### config.mk
export PLATFORM = sky130hd
export DESIGN_NAME = bitbuf_fetch
export DESIGN_NICKNAME = d
export VERILOG_FILES = /design/src/rtl/bf_pkg.sv /design/src/rtl/bf_buffer.sv /design/src/rtl/bf_fetch.sv /design/src/rtl/bf_status.sv /design/src/rtl/bitbuf_fetch.sv
export SDC_FILE = /design/constraint.sdc
export NUM_CORES = 2
export LEC_CHECK = 0
export BUFFER_PORTS_ARGS = -buffer_cell sky130_fd_sc_hd__buf_4
export CORE_MARGIN = 5
export CORE_UTILIZATION = 45
export DETAILED_ROUTE_END_ITERATION = 6
export PLACE_DENSITY_LB_ADDON = 0.1
export SETUP_SLACK_MARGIN = 0.4
export SYNTH_ARGS = -nofsm -noshare
export SYNTH_HDL_FRONTEND = slang
export SYNTH_HIERARCHICAL = 1
export SYNTH_SLANG_ARGS = --single-unit
### constraint.sdc
create_clock -name clk -period 8.9 [get_ports clk]
set_clock_uncertainty 0.1 [all_clocks]
set_input_delay 0.445 -clock clk [delete_from_list [all_inputs] [get_ports clk]]
set_output_delay 0.445 -clock clk [all_outputs]
set_load 0.005 [all_outputs]
### src/rtl/bf_pkg.sv
package bf_pkg;
   typedef enum logic [1:0] {
      FS_IDLE,
      FS_REQ,
      FS_WAIT,
      FS_DRAIN
   } fetch_st_t;

   localparam logic [1:0] HSEL_ADDR = 2'd0;
   localparam logic [1:0] HSEL_LEN  = 2'd1;
   localparam logic [1:0] HSEL_STAT = 2'd2;
   localparam logic [1:0] HSEL_IEN  = 2'd3;

   localparam int unsigned WORD_BYTES = 4;
endpackage

### src/rtl/bf_buffer.sv
module bf_buffer #(
   parameter int unsigned DEPTH = 64,
   localparam int unsigned PW = $clog2(DEPTH + 1),
   localparam int unsigned IW = $clog2(DEPTH)
) (
   input  logic          clk,
   input  logic          rst_n,
   input  logic          clr,
   input  logic          wr_en,
   input  logic [31:0]   wr_word,
   input  logic [1:0]    wr_off,
   input  logic [2:0]    wr_n,
   input  logic          rd_take,
   output logic [7:0]    rd_byte,
   output logic          empty
);
   logic [7:0]    mem_q [DEPTH];
   logic [PW-1:0] wr_ptr, rd_ptr;
   logic [3:0]    lane_we;
   logic [IW-1:0] lane_idx [4];

   // per-lane write enable and slot: only lanes inside [off, off+n) land
   for (genvar g = 0; g < 4; g++) begin : g_lane
      assign lane_we[g]  = wr_en && (3'(g) >= {1'b0, wr_off})
                                 && (({1'b0, wr_off} + wr_n) > 3'(g));
      assign lane_idx[g] = IW'(wr_ptr + PW'(g) - PW'(wr_off));
   end

   always_ff @(posedge clk) begin
      for (int j = 0; j < 4; j++) begin
         if (lane_we[j]) mem_q[lane_idx[j]] <= wr_word[8*j +: 8];
      end
   end

   always_ff @(posedge clk) begin
      if (!rst_n || clr) begin
         wr_ptr <= '0;
         rd_ptr <= '0;
      end else begin
         if (wr_en)   wr_ptr <= wr_ptr + PW'(wr_n);
         if (rd_take) rd_ptr <= rd_ptr + 1'b1;
      end
   end

   assign rd_byte = mem_q[rd_ptr[IW-1:0]];
   assign empty   = (rd_ptr == wr_ptr);
endmodule

### src/rtl/bf_fetch.sv
module bf_fetch
   import bf_pkg::*;
#(
   parameter int unsigned ADDR_W = 32,
   parameter int unsigned LEN_W  = 24,
   parameter int unsigned DEPTH  = 64,
   localparam int unsigned PW = $clog2(DEPTH + 1)
) (
   input  logic              clk,
   input  logic              rst_n,
   input  logic              addr_we,
   input  logic              len_we,
   input  logic [ADDR_W-1:0] wdata,
   input  logic              mem_rdy,
   input  logic              mem_rvalid,
   input  logic              buf_empty,
   input  logic              out_take,
   output logic              mem_req,
   output logic [ADDR_W-1:0] mem_addr,
   output logic              buf_clr,
   output logic              buf_wr,
   output logic [1:0]        buf_off,
   output logic [2:0]        buf_n,
   output logic              rd_take,
   output logic              out_valid,
   output logic              set_done,
   output logic [LEN_W-1:0]  rem
);
   fetch_st_t         st_q;
   logic [ADDR_W-1:0] addr_q;
   logic [LEN_W-1:0]  rem_q;
   logic [PW-1:0]     blk_q;
   logic [2:0]        head, take_n;
   logic [PW-1:0]     burst_sz;
   logic              can_load, fetch_ok;

   assign head     = 3'(WORD_BYTES) - {1'b0, addr_q[1:0]};
   assign take_n   = (blk_q >= PW'(head)) ? head : blk_q[2:0];
   assign burst_sz = (rem_q > LEN_W'(DEPTH)) ? PW'(DEPTH) : PW'(rem_q);
   assign can_load = (rem_q == '0);
   assign fetch_ok = (st_q == FS_WAIT) && mem_rvalid;

   always_ff @(posedge clk) begin
      if (!rst_n) begin
         st_q   <= FS_IDLE;
         addr_q <= '0;
         rem_q  <= '0;
         blk_q  <= '0;
      end else begin
         case (st_q)
            FS_IDLE: if (!can_load) begin
               blk_q <= burst_sz;
               st_q  <= FS_REQ;
            end
            FS_REQ: if (mem_rdy) st_q <= FS_WAIT;
            FS_WAIT: if (mem_rvalid) begin
               blk_q <= blk_q - PW'(take_n);
               st_q  <= (blk_q == PW'(take_n)) ? FS_DRAIN : FS_REQ;
            end
            default: if (buf_empty) st_q <= FS_IDLE;
         endcase
         if (addr_we && can_load) addr_q <= wdata;
         else if (fetch_ok)       addr_q <= addr_q + ADDR_W'(take_n);
         if (len_we && can_load)  rem_q <= wdata[LEN_W-1:0];
         else if (fetch_ok)       rem_q <= rem_q - LEN_W'(take_n);
      end
   end

   assign mem_req   = (st_q == FS_REQ);
   assign mem_addr  = {addr_q[ADDR_W-1:2], 2'b00};
   assign buf_clr   = (st_q == FS_IDLE) && !can_load;
   assign buf_wr    = fetch_ok;
   assign buf_off   = addr_q[1:0];
   assign buf_n     = take_n;
   assign out_valid = (st_q == FS_DRAIN) && !buf_empty;
   assign rd_take   = out_valid && out_take;
   assign set_done  = fetch_ok && (rem_q == LEN_W'(take_n));
   assign rem       = rem_q;
endmodule

### src/rtl/bf_status.sv
module bf_status #(
   parameter bit IRQ_LEVEL = 1'b1
) (
   input  logic clk,
   input  logic rst_n,
   input  logic set_done,
   input  logic clr_done,
   input  logic ien_we,
   input  logic ien_val,
   output logic done,
   output logic irq
);
   logic done_q, ien_q;

   always_ff @(posedge clk) begin
      if (!rst_n) begin
         done_q <= 1'b0;
         ien_q  <= 1'b0;
      end else begin
         if (set_done)      done_q <= 1'b1;
         else if (clr_done) done_q <= 1'b0;
         if (ien_we)        ien_q  <= ien_val;
      end
   end

   if (IRQ_LEVEL) begin : g_level
      assign irq = done_q && ien_q;
   end else begin : g_pulse
      logic pulse_q;
      always_ff @(posedge clk) begin
         if (!rst_n) pulse_q <= 1'b0;
         else        pulse_q <= set_done && !done_q && ien_q;
      end
      assign irq = pulse_q;
   end

   assign done = done_q;
endmodule

### src/rtl/bitbuf_fetch.sv
module bitbuf_fetch
   import bf_pkg::*;
#(
   parameter int unsigned ADDR_W    = 32,
   parameter int unsigned LEN_W     = 24,
   parameter int unsigned DEPTH     = 64,
   parameter bit          IRQ_LEVEL = 1'b1
) (
   input  logic              clk,
   input  logic              rst_n,
   input  logic              host_we,
   input  logic [1:0]        host_sel,
   input  logic [ADDR_W-1:0] host_wdata,
   output logic [LEN_W-1:0]  rem_bytes,
   output logic              done_flag,
   output logic              irq,
   output logic              mem_req,
   input  logic              mem_rdy,
   output logic [ADDR_W-1:0] mem_addr,
   input  logic              mem_rvalid,
   input  logic [31:0]       mem_rdata,
   output logic              out_valid,
   output logic [7:0]        out_byte,
   input  logic              out_take
);
   if ((DEPTH & (DEPTH - 1)) != 0 || DEPTH < WORD_BYTES) begin : g_bad_depth
      $error("DEPTH must be a power of two of at least one word");
   end
   if (LEN_W > ADDR_W || LEN_W <= $clog2(DEPTH + 1)) begin : g_bad_len
      $error("LEN_W must fit host data and exceed the buffer size width");
   end
   if (ADDR_W < 3) begin : g_bad_addr
      $error("ADDR_W too small");
   end

   logic buf_clr, buf_wr, buf_empty, rd_take, set_done;
   logic [1:0] buf_off;
   logic [2:0] buf_n;

   bf_fetch #(.ADDR_W(ADDR_W), .LEN_W(LEN_W), .DEPTH(DEPTH)) u_fetch (
      .clk       (clk),
      .rst_n     (rst_n),
      .addr_we   (host_we && host_sel == HSEL_ADDR),
      .len_we    (host_we && host_sel == HSEL_LEN),
      .wdata     (host_wdata),
      .mem_rdy   (mem_rdy),
      .mem_rvalid(mem_rvalid),
      .buf_empty (buf_empty),
      .out_take  (out_take),
      .mem_req   (mem_req),
      .mem_addr  (mem_addr),
      .buf_clr   (buf_clr),
      .buf_wr    (buf_wr),
      .buf_off   (buf_off),
      .buf_n     (buf_n),
      .rd_take   (rd_take),
      .out_valid (out_valid),
      .set_done  (set_done),
      .rem       (rem_bytes)
   );

   bf_buffer #(.DEPTH(DEPTH)) u_buf (
      .clk    (clk),
      .rst_n  (rst_n),
      .clr    (buf_clr),
      .wr_en  (buf_wr),
      .wr_word(mem_rdata),
      .wr_off (buf_off),
      .wr_n   (buf_n),
      .rd_take(rd_take),
      .rd_byte(out_byte),
      .empty  (buf_empty)
   );

   bf_status #(.IRQ_LEVEL(IRQ_LEVEL)) u_stat (
      .clk     (clk),
      .rst_n   (rst_n),
      .set_done(set_done),
      .clr_done(host_we && host_sel == HSEL_STAT && host_wdata[0]),
      .ien_we  (host_we && host_sel == HSEL_IEN),
      .ien_val (host_wdata[0]),
      .done    (done_flag),
      .irq     (irq)
   );
endmodule

==> metrics.md <==
| Metric | Value |
|---|---|
| Hold WC Path Type | primary input to flop |
| Storage element area | 0.0171 mm2 |
| LEAKAGE | 15.7 nW |
| Num Clock Sinks | 599 |
| Global routing usage on met1 | 51.1% |
| Die ar. | 0.0972 mm2 |
| Met3 usage | 14.7% |
| Register bit total from synthesis | 599 |
| Via count of the first global-routing pass | 35,900 |
| CTS tree | yes |
| Count of endpoints failing hold in the final timing report | 0 |
| Via Count | 38,300 |
| Max incr delay on CP | 1200 ps |
| Initial standard-cell utilization of the core | 45.4% |
| Clk buf depth | 3 |
| Max-slew violation count | 4 |
| Max VDD drop | 0.178 mV |
| Worst hold path depth | 3 |
| Fraction of layout cells with a size suffix above 1 | 17.1% |
| Endpoint of the worst register-to-register path | u_buf/mem_q[30][7] |
| Root buf cell | clkbuf_16 |
| Unrepaired setup endpoints after global routing | false |
| Port Buf Inserts | 137 |
| Sequential element share of the synthesized area | 41.8% |
| Power after layout | 9.64 mW |
| Type of destination of the critical path | flop |
| Number of antenna violations at the first check in global routing | 11 |
| Critical path's slowest cell | nor2_2 |
| Pwr/cell area | 214 mW/mm2 |
| Count of placed standard cells including taps | 4,779 |
| Crit Path Class | flop to flop |
| Worst Reg2Reg Path Length in Cells | 15 |
| Horizontal die dimension | 312 um |
| Cell-by-cell trace of the critical path | inv_1 -> ha_1 -> inv_1 -> ha_1 -> a21o_1 -> a211o_1 -> o21ai_0 -> ha_1 -> inv_1 -> fa_1 -> xnor2_1 -> o2111ai_2 -> nor2_2 -> a21boi_1 -> o211ai_1 |
| Number of violations reported at the end of detailed-routing iteration 0 | 6,933 |
| FP Rows | 110 |
| GRT Residual Overflow | 0 |
| Share of flip-flops with an asynchronous set or reset | 0% |
| Total track usage | 40.4% |
| Wirelength, routed | 206,000 um |
| Main flop type after synthesis | edfxtp_1 |
| CP delay by family, top | compound AO/OA/AOI/OAI gates |
| Portion of the clock cycle consumed by the worst path in the final layout | 81.3% |
| Outcome | finished, violations left |
| Buffer and inverter count on the worst path | 3 |
| Detailed-route wire length per cell | 41.6 um |
| Final setup violation count | 0 |
| Antenna Nets Post-Route | 0 |
| Busiest layer in global routing | met2 |
| Count of unique library cells instantiated by Yosys | 87 |
| Count of mapped cells out of synthesis | 3,807 |
| CTS H-Tree Depth | 3 |
| Slew Limit Headroom | -1.73% |
| Ports | 140 |
| Wire length of the first global-routing pass | 282,000 um |
| Number of enable-type register cells in the synthesized netlist | 512 |
| Highest Clock Rate | 138 MHz |
| Number of cells in the finished layout apart from fillers | 4,943 |
| Combined area of all synthesized cells | 0.0410 mm2 |
| Insertion delay to the later sink of the worst-skew pair | 640 ps |
| Required time at the worst-slack endpoint | 9070 ps |
| Count of filler cells inserted in the layout | 7,992 |
| Number of buffers inserted during clock tree synthesis | 73 |
| Violations in the final reports | design-rule violations, max-capacitance violations, max-slew violations |
| Worst slew pin tran | 1510 ps |
| Worst min-delay path endpoint | u_fetch/rem[13] |
| CTS clock-pin slew for the worst setup and hold paths | 60 ps |
| HPWL after detailed placement | 130,000 um |
| Largest net degree at the start of global routing | 129 |
| Worst setup SP type | flop |
| Multi-input gate area in the final layout | 0.0220 mm2 |
| GR met2 Demand/Resource | 58.1% |
| DR DRC count | 175 |
| Number of iterations in the first detailed-routing pass | 7 |
| Number of nets in the final layout | 3,810 |
| Reg-to-reg critical path startpoint | u_fetch/addr_q[0] |
| Arr. time, crit path | 7410 ps |
| Floorplan die height | 312 um |
| Post-Route Setup TNS | 0 ps |
| Weighted congestion reported at the end of routability-driven placement | 0.977 |
| Number of synthesis warnings | 6 |
| Min cycle time layout | 7240 ps |
| Highest fanout seen on the critical path | 31 |
| Std-Cell Core Area | 0.0901 mm2 |
| Per-cell via count in the routed design | 7.74 |
| Area growth syn-to-layout | 10.3% |
| Startpoint of the worst hold path | host_wdata[13] |
| Number of maximum-capacitance violations | 1 |
| Mean instance size in the synthesized netlist | 10.8 um2 |
| Post-cts sizing count | 0 |
| Worst reg-to-reg setup slack | 1660 ps |
==> worst max-delay path by stage <==
stage                       from                  to  slack, ps  cells after the start
2_1_floorplan  u_fetch/addr_q[1]  u_buf/mem_q[49][0]       3890                     16
3_3_place_gp   u_fetch/addr_q[0]  u_buf/mem_q[59][5]       2050                     15
3_5_place_dp   u_fetch/addr_q[0]  u_buf/mem_q[30][3]       1900                     15
4_1_cts        u_fetch/addr_q[0]  u_buf/mem_q[30][4]       1880                     15
5_1_grt        u_fetch/addr_q[0]  u_buf/mem_q[30][7]       1390                     15
6_report       u_fetch/addr_q[0]  u_buf/mem_q[30][7]       1660                     15
==> metal layers <==
metal,wire length (um),vias to the layer above
li1,-,14900
met1,71600,18500
met2,84600,3812
met3,30900,1076
met4,18500,14
met5,129,-
==> registers in the layout, indices dropped and copies added (netlist names), named ones only <==
signal / cells
u_buf/mem_q: 512
u_fetch/addr_q: 32
u_fetch/rem: 24
u_buf/rd_ptr: 7
u_buf/wr_ptr: 7
u_fetch/blk_q: 7
u_fetch/st_q: 2
u_stat/done: 1
u_stat/ien_q: 1
==> cell type report <==
class / instances / area share [%]
Inverter: 47 / 0.391
Timing Repair Buffer: 234 / 4.03
Antenna cell: 15 / 0.0831
Multi-Input combinational cell: 2739 / 48.8
Clock inverter: 46 / 1.20
Sequential cell: 599 / 37.9
Clock buffer: 87 / 4.32
Tap cell: 1176 / 3.26
==> through the flow <==
step,cell area (um2),hold WS (ps),worst slack (ps),util (%)
6_report,45200,11.5,1660,50.1
5_1_grt,45100,30.3,1390,50.1
4_1_cts,45100,1.52,1880,50.1
3_5_place_dp,42500,408,1900,47.1
3_3_place_gp,42500,398,2050,47.1
2_1_floorplan,41000,370,3890,-
==> cells in the final DEF, fill, tap and decap left out, types with 76 or more instances in the layout <==
cell,count
o22ai_1,380
mux2i_1,528
buf_4,216
a21oi_1,448
edfxtp_1,512
mux4_2,157
dfxtp_1,83
a221oi_1,80
nand2_1,142
nor2_1,183
clkbuf_16,76
==> worst reg2reg max path, stage by stage, from the launching register on <==
cell       delay, ps
dfxtp_1          600
inv_1            120
ha_1             310
inv_1             50
ha_1             280
a21o_1           160
a211o_1          340
o21ai_0          790
ha_1             300
inv_1             60
fa_1             410
xnor2_1          420
o2111ai_2        670
nor2_2          1210
a21boi_1         480
o211ai_1         570
==> logic make-up after synthesis <==
logic type      after synthesis  share of synthesized area, %
compound gates             1217                          19.2
simple gates                708                          9.44
mux                         694                          21.8
flops                       599                          41.8
buf+inv                     470                          4.68
xor+xnor                     74                          1.62
fa+ha+maj                    44                          1.51
other cells                   1                       0.00916
==> timing repair <==
item                                    CTS  global route
endpoints found under the hold margin    17             0
buffers inserted                          0             0
hold buffers                             16             0
endpoints found under the setup margin    0             0
==> cells in the mapped netlist, types with 6 or more instances <==
| cell | n | area share (%) |
|---|---|---|
| a211oi_1 | 12 | 0.22 |
| a21boi_1 | 26 | 0.48 |
| a21boi_2 | 32 | 0.88 |
| a21oi_1 | 448 | 5.5 |
| a221oi_1 | 81 | 1.7 |
| a221oi_2 | 7 | 0.26 |
| a222oi_1 | 42 | 1.0 |
| a22oi_1 | 6 | 0.11 |
| a31oi_1 | 9 | 0.14 |
| and2_1 | 14 | 0.21 |
| and3_1 | 13 | 0.20 |
| buf_1 | 74 | 0.68 |
| buf_2 | 44 | 0.54 |
| buf_4 | 10 | 0.18 |
| buf_6 | 8 | 0.22 |
| clkbuf_1 | 287 | 2.6 |
| dfxtp_1 | 87 | 4.3 |
| edfxtp_1 | 512 | 38 |
| fa_1 | 9 | 0.44 |
| ha_1 | 35 | 1.1 |
| inv_1 | 46 | 0.42 |
| mux2_2 | 9 | 0.25 |
| mux2i_1 | 528 | 13 |
| mux4_2 | 157 | 8.6 |
| nand2_1 | 142 | 1.3 |
| nand2_2 | 15 | 0.23 |
| nand2_4 | 9 | 0.25 |
| nand2b_1 | 32 | 0.49 |
| nand3_1 | 56 | 0.68 |
| nand4_1 | 29 | 0.44 |
| nor2_1 | 189 | 1.7 |
| nor2b_1 | 19 | 0.29 |
| nor3_1 | 51 | 0.62 |
| nor3_4 | 21 | 0.83 |
| nor4_1 | 8 | 0.12 |
| o211ai_1 | 66 | 1.2 |
| o21ai_0 | 66 | 0.81 |
| o22ai_1 | 380 | 5.8 |
| o32ai_1 | 8 | 0.17 |
| or2_2 | 6 | 0.092 |
| or3_1 | 59 | 0.90 |
| xnor2_1 | 30 | 0.64 |
| xor2_1 | 42 | 0.90 |
==> report_power, final <==
part           total, mW  leakage [nW]  internal [mW]  switching, mW
Sequential          3.36          5.31           3.19          0.172
Combinational       3.10          9.16          0.870           2.23
Clock               3.19          1.22           1.89           1.29
Total               9.64          15.7           5.95           3.69
(Power assumes the default switching activity.)
